`src/rtl/sar_pkg.sv`:
```
package sar_pkg;

  // Control states; one iteration walks SGN through ADJ
  typedef enum logic [2:0] {
    ST_IDLE,
    ST_SGN,
    ST_CAP1,
    ST_CAP2,
    ST_CAP3,
    ST_SHF,
    ST_ADJ,
    ST_TOP
  } sar_state_e;

  // Column code layout: bit 3 sign (1 = positive), bits 2..0 auxiliary presence
  function automatic logic [3:0] pack_col(input logic pos, input logic [2:0] present);
    return {pos, present};
  endfunction

  function automatic sar_state_e next_state(input sar_state_e cur, input logic go,
                                            input logic last_iter);
    sar_state_e nx;
    case (cur)
      ST_IDLE: nx = go ? ST_SGN : ST_IDLE;
      ST_SGN:  nx = ST_CAP1;
      ST_CAP1: nx = ST_CAP2;
      ST_CAP2: nx = ST_CAP3;
      ST_CAP3: nx = ST_SHF;
      ST_SHF:  nx = ST_ADJ;
      ST_ADJ:  nx = last_iter ? ST_TOP : ST_SGN;
      default: nx = ST_IDLE;
    endcase
    return nx;
  endfunction

endpackage

```
`src/rtl/sar_ctrl.sv`:
```
module sar_ctrl
  import sar_pkg::*;
#(
  parameter  int W    = 64,
  localparam int IDXW = $clog2(W + 1)
) (
  input  logic            clk,
  input  logic            rst_n,
  input  logic            start,
  output logic            ph_load,
  output logic            ph_sgn,
  output logic [2:0]      ph_cap,
  output logic            ph_shf,
  output logic            ph_adj,
  output logic            ph_top,
  output logic            busy,
  output logic            done,
  output logic [IDXW-1:0] iter
);
  localparam logic [IDXW-1:0] LAST = IDXW'(W - 1);

  sar_state_e st_q, st_d;
  logic       last_iter;

  assign last_iter = (iter == LAST);

  always_comb st_d = next_state(st_q, start, last_iter);

  assign busy      = (st_q != ST_IDLE);
  assign ph_load   = (st_q == ST_IDLE) && start;
  assign ph_sgn    = (st_q == ST_SGN);
  assign ph_cap[0] = (st_q == ST_CAP1);
  assign ph_cap[1] = (st_q == ST_CAP2);
  assign ph_cap[2] = (st_q == ST_CAP3);
  assign ph_shf    = (st_q == ST_SHF);
  assign ph_adj    = (st_q == ST_ADJ);
  assign ph_top    = (st_q == ST_TOP);

  always_ff @(posedge clk or negedge rst_n) begin
    if (!rst_n) begin
      st_q <= ST_IDLE;
      iter <= '0;
      done <= 1'b0;
    end else begin
      st_q <= st_d;
      done <= ph_top;
      if (ph_load)
        iter <= '0;
      else if (ph_adj && !last_iter)
        iter <= iter + 1'b1;
    end
  end
endmodule

```
`src/rtl/sar_lane.sv`:
```
// One auxiliary running scalar: capture low bit, halve, then correct by +1
// when the digit was taken with a negative column sign.
module sar_lane #(
  parameter int W = 64
) (
  input  logic         clk,
  input  logic         rst_n,
  input  logic         load,
  input  logic [W-1:0] ld_val,
  input  logic         cap,
  input  logic         shf,
  input  logic         adj,
  input  logic         neg,
  output logic [W-1:0] acc_q,
  output logic         bit_q
);
  function automatic logic [W-1:0] halve(input logic [W-1:0] v);
    return {1'b0, v[W-1:1]};
  endfunction

  function automatic logic [W-1:0] bump(input logic [W-1:0] v, input logic inc);
    return v + W'(inc);
  endfunction

  always_ff @(posedge clk or negedge rst_n) begin
    if (!rst_n) begin
      acc_q <= '0;
      bit_q <= 1'b0;
    end else if (load) begin
      acc_q <= ld_val;
      bit_q <= 1'b0;
    end else if (cap) begin
      bit_q <= acc_q[0];
    end else if (shf) begin
      acc_q <= halve(acc_q);
    end else if (adj) begin
      acc_q <= bump(acc_q, neg & bit_q);
    end
  end
endmodule

```
`src/rtl/sar_colbuf.sv`:
```
// Column store; entries above W are never written and read as zero.
module sar_colbuf #(
  parameter  int W     = 64,
  localparam int IDXW  = $clog2(W + 1),
  localparam int DEPTH = 1 << IDXW
) (
  input  logic            clk,
  input  logic            rst_n,
  input  logic            we,
  input  logic [IDXW-1:0] widx,
  input  logic [3:0]      wdata,
  input  logic [IDXW-1:0] ridx,
  output logic [3:0]      rdata
);
  logic [3:0] mem [DEPTH];

  always_ff @(posedge clk or negedge rst_n) begin
    if (!rst_n) begin
      for (int i = 0; i < DEPTH; i++) mem[i] <= '0;
    end else if (we) begin
      mem[widx] <= wdata;
    end
  end

  assign rdata = mem[ridx];
endmodule

```
`src/rtl/sign_aligned_recoder.sv`:
```
module sign_aligned_recoder
  import sar_pkg::*;
#(
  parameter  int W    = 64,
  localparam int IDXW = $clog2(W + 1),
  localparam int NAUX = 3
) (
  input  logic            clk,
  input  logic            rst_n,
  input  logic            start,
  input  logic [W-1:0]    lead_scalar,
  input  logic [W-1:0]    aux1_scalar,
  input  logic [W-1:0]    aux2_scalar,
  input  logic [W-1:0]    aux3_scalar,
  output logic            done,
  input  logic [IDXW-1:0] rd_idx,
  output logic [3:0]      rd_col
);
  // Named internal events, observed by the bound checker
  logic                      ph_load, ph_sgn, ph_shf, ph_adj, ph_top, busy;
  logic [2:0]                ph_cap;
  logic [IDXW-1:0]           iter;
  logic [W-1:0]              lead_q;
  logic                      sgn_q;
  logic [NAUX-1:0][W-1:0]    lane_acc;
  logic [NAUX-1:0]           lane_bit;
  logic [NAUX-1:0][W-1:0]    lane_in;
  logic                      wr_en;
  logic [IDXW-1:0]           wr_idx;
  logic [3:0]                wr_data;

  sar_ctrl #(.W(W)) u_ctrl (
    .clk(clk), .rst_n(rst_n), .start(start),
    .ph_load(ph_load), .ph_sgn(ph_sgn), .ph_cap(ph_cap), .ph_shf(ph_shf),
    .ph_adj(ph_adj), .ph_top(ph_top), .busy(busy), .done(done), .iter(iter)
  );

  // Lead scalar: sign of column j is bit j+1, read then shifted out
  always_ff @(posedge clk or negedge rst_n) begin
    if (!rst_n) begin
      lead_q <= '0;
      sgn_q  <= 1'b0;
    end else if (ph_load) begin
      lead_q <= lead_scalar;
      sgn_q  <= 1'b0;
    end else if (ph_sgn) begin
      sgn_q  <= lead_q[1];
      lead_q <= {1'b0, lead_q[W-1:1]};
    end
  end

  assign lane_in[0] = aux1_scalar;
  assign lane_in[1] = aux2_scalar;
  assign lane_in[2] = aux3_scalar;

  for (genvar k = 0; k < NAUX; k++) begin : g_lane
    sar_lane #(.W(W)) u_lane (
      .clk(clk), .rst_n(rst_n), .load(ph_load), .ld_val(lane_in[k]),
      .cap(ph_cap[k]), .shf(ph_shf), .adj(ph_adj), .neg(~sgn_q),
      .acc_q(lane_acc[k]), .bit_q(lane_bit[k])
    );
  end

  // Regular columns are written in SHF; the top column (always positive,
  // bits from the remaining scalars) is written in TOP.
  assign wr_en   = ph_shf | ph_top;
  assign wr_idx  = ph_top ? IDXW'(W) : iter;
  assign wr_data = ph_top ? pack_col(1'b1, {lane_acc[2][0], lane_acc[1][0], lane_acc[0][0]})
                          : pack_col(sgn_q, lane_bit);

  sar_colbuf #(.W(W)) u_buf (
    .clk(clk), .rst_n(rst_n), .we(wr_en), .widx(wr_idx), .wdata(wr_data),
    .ridx(rd_idx), .rdata(rd_col)
  );
endmodule

```
`config.mk`:
```
export PLATFORM = sky130hd
export DESIGN_NAME = sign_aligned_recoder
export DESIGN_NICKNAME = d
export VERILOG_FILES = /design/src/rtl/sar_pkg.sv /design/src/rtl/sar_ctrl.sv /design/src/rtl/sar_lane.sv /design/src/rtl/sar_colbuf.sv /design/src/rtl/sign_aligned_recoder.sv
export SDC_FILE = /design/constraint.sdc
export NUM_CORES = 2
export LEC_CHECK = 0
export ABC_AREA = 1
export BUFFER_PORTS_ARGS = -buffer_cell sky130_fd_sc_hd__buf_2
export CORE_AREA = 2 2 286 288
export CTS_BUF_LIST = sky130_fd_sc_hd__clkbuf_2
export DETAILED_ROUTE_END_ITERATION = 10
export DIE_AREA = 0 0 288 290
export PLACE_DENSITY = 0.76
export RECOVER_POWER = 25
export SETUP_SLACK_MARGIN = 0.15
export SYNTH_ARGS = -nofsm -noshare
export SYNTH_HDL_FRONTEND = slang
export SYNTH_SLANG_ARGS = --single-unit
export TNS_END_PERCENT = 1
```
`constraint.sdc`:
```
create_clock -name clk -period 2.8 [get_ports clk]
set_input_delay 0.56 -clock clk [delete_from_list [all_inputs] [get_ports clk]]
set_output_delay 0.56 -clock clk [all_outputs]
set_load 0.05 [all_outputs]
```
After elaboration in Yosys (flattened, before gate mapping)
Index checks and enable logic that the tools add are counted.
{"block": "totals", "reg_bits": 783, "input_bits": 266, "output_inout_bits": 5, "word_cells": 213}
{"block": "classes", "addsub": 4, "magnitude_cmp": 3, "n_eq_ne": 11, "n_mux": 35, "bitwise": 7, "n_reduce_logical": 14}
{"op": "64-bit 2-to-1 mux", "count": 14}
{"op": "512-bit bitwise mux", "count": 1}
{"op": "64-bit by 1-bit adder with 64-bit output", "count": 3}
{"op": "4-bit binary-select mux with 7-bit select", "count": 1}
{"op": "4-bit demux with 7-bit select", "count": 1}
{"op": "7-bit 2-to-1 mux", "count": 3}
{"op": "3-bit one-hot mux with 7 select lines", "count": 1}
{"op": "8-bit >= comparator, second input constant", "count": 2}
{"op": "4-bit 2-to-1 mux", "count": 4}
{"op": "7-bit inverter with 8-bit output", "count": 2}
{"op": "3-bit equality test, second input constant", "count": 4}
{"op": "2-bit nonzero test", "count": 5}
{"op": "1-bit 2-to-1 mux", "count": 9}
{"op": "8-bit by 1-bit less-than comparator with 1-bit output, second input constant", "count": 1}
{"op": "7-bit by 1-bit adder with 7-bit output, second input constant", "count": 1}
{"op": "7-bit by 6-bit equality test with 1-bit output, second input constant", "count": 1}
{"op": "3-bit by 2-bit equality test with 1-bit output, second input constant", "count": 2}
{"op": "2-bit AND reduction", "count": 3}
{"op": "2-bit inequality test, second input constant", "count": 2}
{"op": "1-bit AND", "count": 3}
{"op": "3-bit by 1-bit equality test with 1-bit output, second input constant", "count": 1}
{"op": "1-bit logical AND", "count": 3}
{"op": "3-bit logical NOT", "count": 1}
{"op": "3-bit 2-to-1 mux", "count": 1}
{"op": "other kinds (5)", "count": 5}

Longest topological paths before layout
{"block": "depth", "depth_word": 8, "mapped_depth": 17, "depth_no_buf": 17}

By module
From an unflattened synthesis, not the netlist that was laid out.
{"block": "unflattened", "cells_unflattened": 6578, "area_unflattened_um2": 44916.8}
{"module": "sar_colbuf", "instances": 1, "cells_each": 2958, "area_per_inst_um2": 23526.3, "seq_area_each_um2": 12812.3}
{"module": "sar_lane", "instances": 3, "cells_each": 1054, "area_per_inst_um2": 5904.4, "seq_area_each_um2": 1626.6}
{"module": "sign_aligned_recoder", "instances": 1, "cells_each": 373, "area_per_inst_um2": 3012.9, "seq_area_each_um2": 1601.5}
{"module": "sar_ctrl", "instances": 1, "cells_each": 85, "area_per_inst_um2": 664.4, "seq_area_each_um2": 275.3}

Least setup slack after synthesis
No wires, ideal clock.
{"block": "synth_timing", "kind": "in2out", "start": "input port rd_idx[0]", "end": "output port rd_col[0]", "arrival_time_ns": 2.189, "required_time_ns": 2.240, "setup_slack_ns": 0.051, "cell_stages": 14, "n_path_buf": 3, "cell_sequence": "clkbuf_1 > inv_1 > clkbuf_1 > clkbuf_1 > nand2_1 > nand3_1 > nand3_1 > nand3_1 > nand2_1 > nand2_1 > nand3_1 > nand2_1 > nand2_1 > nand2_1"}
{"block": "synth_between", "elab_chain_len": 4}
{"item": "start: declaration", "line": "sign_aligned_recoder.sv:16", "text": "input logic [IDXW-1:0] rd_idx,"}
{"item": "7-bit inverter with 8-bit output (implied by the code)", "line": "sar_colbuf.sv:25", "text": "assign rdata = mem[ridx];"}
{"item": "4-bit binary-select mux with 7-bit select", "line": "sar_colbuf.sv:25"}
{"item": "4-bit 2-to-1 mux (implied by the code) (2 in a row)", "line": "sar_colbuf.sv:25"}
{"item": "end: declaration", "line": "sign_aligned_recoder.sv:17", "text": "output logic [3:0] rd_col"}
Every way passes these cells. The select of a mux whose other input is x is not followed.

Worst setup path after layout
{"block": "layout_timing", "start": "register u_buf.mem[371] (netlist bit)", "end": "output port rd_col[3]"}
{"block": "layout_between", "elab_chain_len": 3}
{"item": "start: declaration", "line": "sar_colbuf.sv:15", "text": "logic [3:0] mem [DEPTH];"}
{"item": "start signal: indexed assignment", "line": "sar_colbuf.sv:21", "text": "mem[widx] <= wdata;"}
{"item": "4-bit binary-select mux with 7-bit select", "line": "sar_colbuf.sv:25"}
{"item": "4-bit 2-to-1 mux (implied by the code) (2 in a row)", "line": "sar_colbuf.sv:25"}
Every way passes these cells. The select of a mux whose other input is x is not followed.

==> impl_metrics.tcl <==
set metrics [dict create \
    drc 0 \
    whs_ps 105 \
    synth.top_cell.area_share 0.445 \
    die_w_um 288 \
    p_leak_nw 27.6 \
    yosys_warnings 0 \
    violations "max-capacitance violations, max-slew violations, negative setup slack" \
    fin_crit_sh 1.24 \
    first_iter_violations 5247 \
    finalClockSkew_ps 93.4 \
    ys_ff_latch 782 \
    vias_per_cell 5.72 \
    grt_pass1_vias 47522 \
    drv_slew 23 \
    synth_area_per_cell_um2 6.81 \
    final_util 0.684 \
    clk_pin_slew_worst_paths_ps 110 \
    fin_crit_ps 3470 \
    crit_path_end "rd_col[3]" \
    synth_area_leaders "dfrtp_1, nand2_1, o21ai_0" \
    tightest_slew_ps 1680 \
    io_buffer_count 269 \
    power_density_nw_per_um2 389 \
    cts-root-buf "clkbuf_2" \
    fill_cells 6611 \
    final_cell_area_um2 54800 \
    async_reset_ff_frac 1.00 \
    critPathCaptureType "output pin" \
    synthTopCellsByCount "nand2_1, dfrtp_1, o21ai_0" \
    critical-path-max-stage-delay_ps 400 \
    reg2reg_to "g_lane[1].u_lane.acc_q[63]" \
    grt_pass1_wl_um 249000 \
    ys_seq_area_frac 0.445 \
    syn_inst 6457 \
    core-area_um2 80200 \
    grt_overflow 0 \
    multi_input_area_um2 22500 \
    drt_pass1_iterations 9 \
    crit_path_start_kind "register" \
    place.gp.congestion 0.987 \
    crit_slowest_cell "dfrtp_1" \
    synth_edf_count 0 \
    numPlacedInstances 7603 \
    dp_hpwl_um 91200 \
    ant_nets 0 \
    cts.sinks 782 \
    grt_max_degree 191 \
    reg2regPathDepth 10 \
    path_class "register to output pin" \
    cts-buffers-inserted 203 \
    cts_tree "built" \
    htree_levels 4 \
    regArea_um2 19600 \
    critPathRequiredTime_ps 2240 \
    syn2layout_area_growth_pct 24.7 \
    die_area_um2 83500 \
    layout_setup_ws_ps -674 \
    start_util 0.549 \
    startpoint "u_buf.mem[371]" \
    clk_path_buf_depth 3 \
    r2r_slack_ps 180 \
    maxCapViolations 1 \
    rows 104 \
    syn_area_um2 44000 \
    grt_use_total 0.373 \
    peakVddDrop_mv 0.308 \
    rsz0062_at_grt "true" \
    worstHoldPathType "primary input to register" \
    setup_violations 156 \
    arrival_ps 2910 \
    vias 48628 \
    crit_chain "nand2_1, nand3_2, nand3_2, nand3_2, nand2_2, nand2_1, nand3_1, nand2_1, nand2_1, nand2_2, buf_8" \
    layout.nets 7553 \
    finalNonFillerCells 8505 \
    fin_tns_setup_ps -11480 \
    antenna_found_initial 19 \
    fmax_mhz 288 \
    syn_nets 6730 \
    wl_um 157000 \
    ys.flop_type "dfrtp_1" \
    yosysMostFrequentCell "nand2_1" \
    die_y_um 290 \
    cp_max_fo 2 \
    hold_viol 0 \
    num_io_pins 271 \
    synth_top_area_cell "dfrtp_1" \
    clk_latency_ps 1460 \
    place_area_um2 47200 \
    drive_gt1_frac 0.125 \
    r2r_start "u_ctrl.st_q[2]" \
    routedWlPerCell_um 18.5 \
    outcome "complete, but fails checks" \
    synthDistinctLibCells 40 \
    cp_common_cell "nand2_1" \
    relSlewSlack -0.120 \
]
-- placed cells by master, fill, tap and decap left out, types with 12 or more instances in the layout --
master and instances:
nor3_1 13, buf_2 261, clkinv_1 44, nand4_1 20, inv_2 12, buf_4 121
clkinv_2 12, nand3_2 70, nor2_1 682, diode_2 19, inv_1 292, xnor2_1 57
nor2_2 21, o22ai_1 27, clkbuf_2 288, buf_12 48, o21ai_1 24, o211ai_1 69
dfrtp_1 779, dlygate4sd3_1 498, nand2_1 2473, nand2_2 33, xor2_1 27, o21ai_0 734
a21oi_1 138, nand3_1 580
-- worst min path at each step --
stage	depth (start not counted)	from	endpoint
5_1_grt	4	aux3_scalar[16]	g_lane[2].u_lane.acc_q[16]
4_1_cts	6	aux1_scalar[53]	g_lane[0].u_lane.acc_q[53]
6_report	6	aux2_scalar[23]	g_lane[1].u_lane.acc_q[23]
2_1_floorplan	0	rst_n	g_lane[0].u_lane.acc_q[0]
3_3_place_gp	1	rst_n	u_buf.mem[445]
3_5_place_dp	1	rst_n	u_buf.mem[445]
-- flip-flops by register name, summed over array words and instances, names as in the netlist --
name and flops:
g_lane.u_lane.acc_q 192, g_lane.u_lane.bit_q 3, lead_q 63, sgn_q 1
u_buf.mem 512, u_ctrl.done 1, u_ctrl.iter 7, u_ctrl.st_q 3
-- area by class of cell --
cell class | instances | area share
multi-input cells | 5034 | 0.411
flip-flops and latches | 782 | 0.357
repair buffers | 948 | 0.153
clock buffers | 285 | 0.0260
well taps | 1060 | 0.0242
inverters | 311 | 0.0218
clock inverters | 66 | 0.00703
diodes | 19 | 0.000867
-- critical path, delay by kind of cell, from the launching register on --
| kind | cells | cell delay (ps) |
|---|---|---|
| and+or+nand+nor | 10 | 890 |
| DFF | 1 | 400 |
| buffers and inverters | 1 | 170 |
-- kinds of logic (layout without fill, tap and decap cells) --
family,after synthesis,count (layout),synth area share
buffers and inverters,641,1610,0.0560
xor gates and xnor gates,84,84,0.0167
and+or+nand+nor,3928,3928,0.359
other,0,19,0
AOI/OAI and AO/OA,1015,1015,0.121
adders and majority gates,7,7,0.00199
DFF,782,782,0.445
-- per-stage QoR --
step / total power, W / setup WS (ps)
finish: 0.0213 / -674
global route: 0.0221 / -834
CTS: 0.0212 / -703
detailed placement: 0.0127 / -96.8
global placement: 0.0127 / -80.9
floorplan: 0.0119 / 50.6
-- routing by layer --
layer | GRT usage | vias up | routed length [µm]
met5 | 0 | - | 79
met4 | 0.229 | 12 | 9820
met3 | 0.0830 | 770 | 14600
met2 | 0.578 | 2843 | 71400
met1 | 0.474 | 22401 | 61300
li1 | - | 22602 | -
-- report_power, final --
part	total [W]	switching (W)	internal, W	leakage [nW]
sequential	0.0113	0	0.0113	9.82
combinational	0.00184	0.000983	0.000853	16.4
clock	0.00819	0.00506	0.00313	1.38
total	0.0213	0.00604	0.0153	27.6
-- repair_timing --
| item | 4_1_cts | 5_1_grt |
|---|---|---|
| pin swaps | 50 | 42 |
| resized for setup | 78 | 73 |
| hold buffers | 499 | 0 |
| buffers inserted | 15 | 18 |
| endpoints found under the hold margin | 1045 | 0 |
| endpoints found under the setup margin | 6 | 89 |
| gates cloned | 0 | 0 |
(Power assumes the default switching activity.)
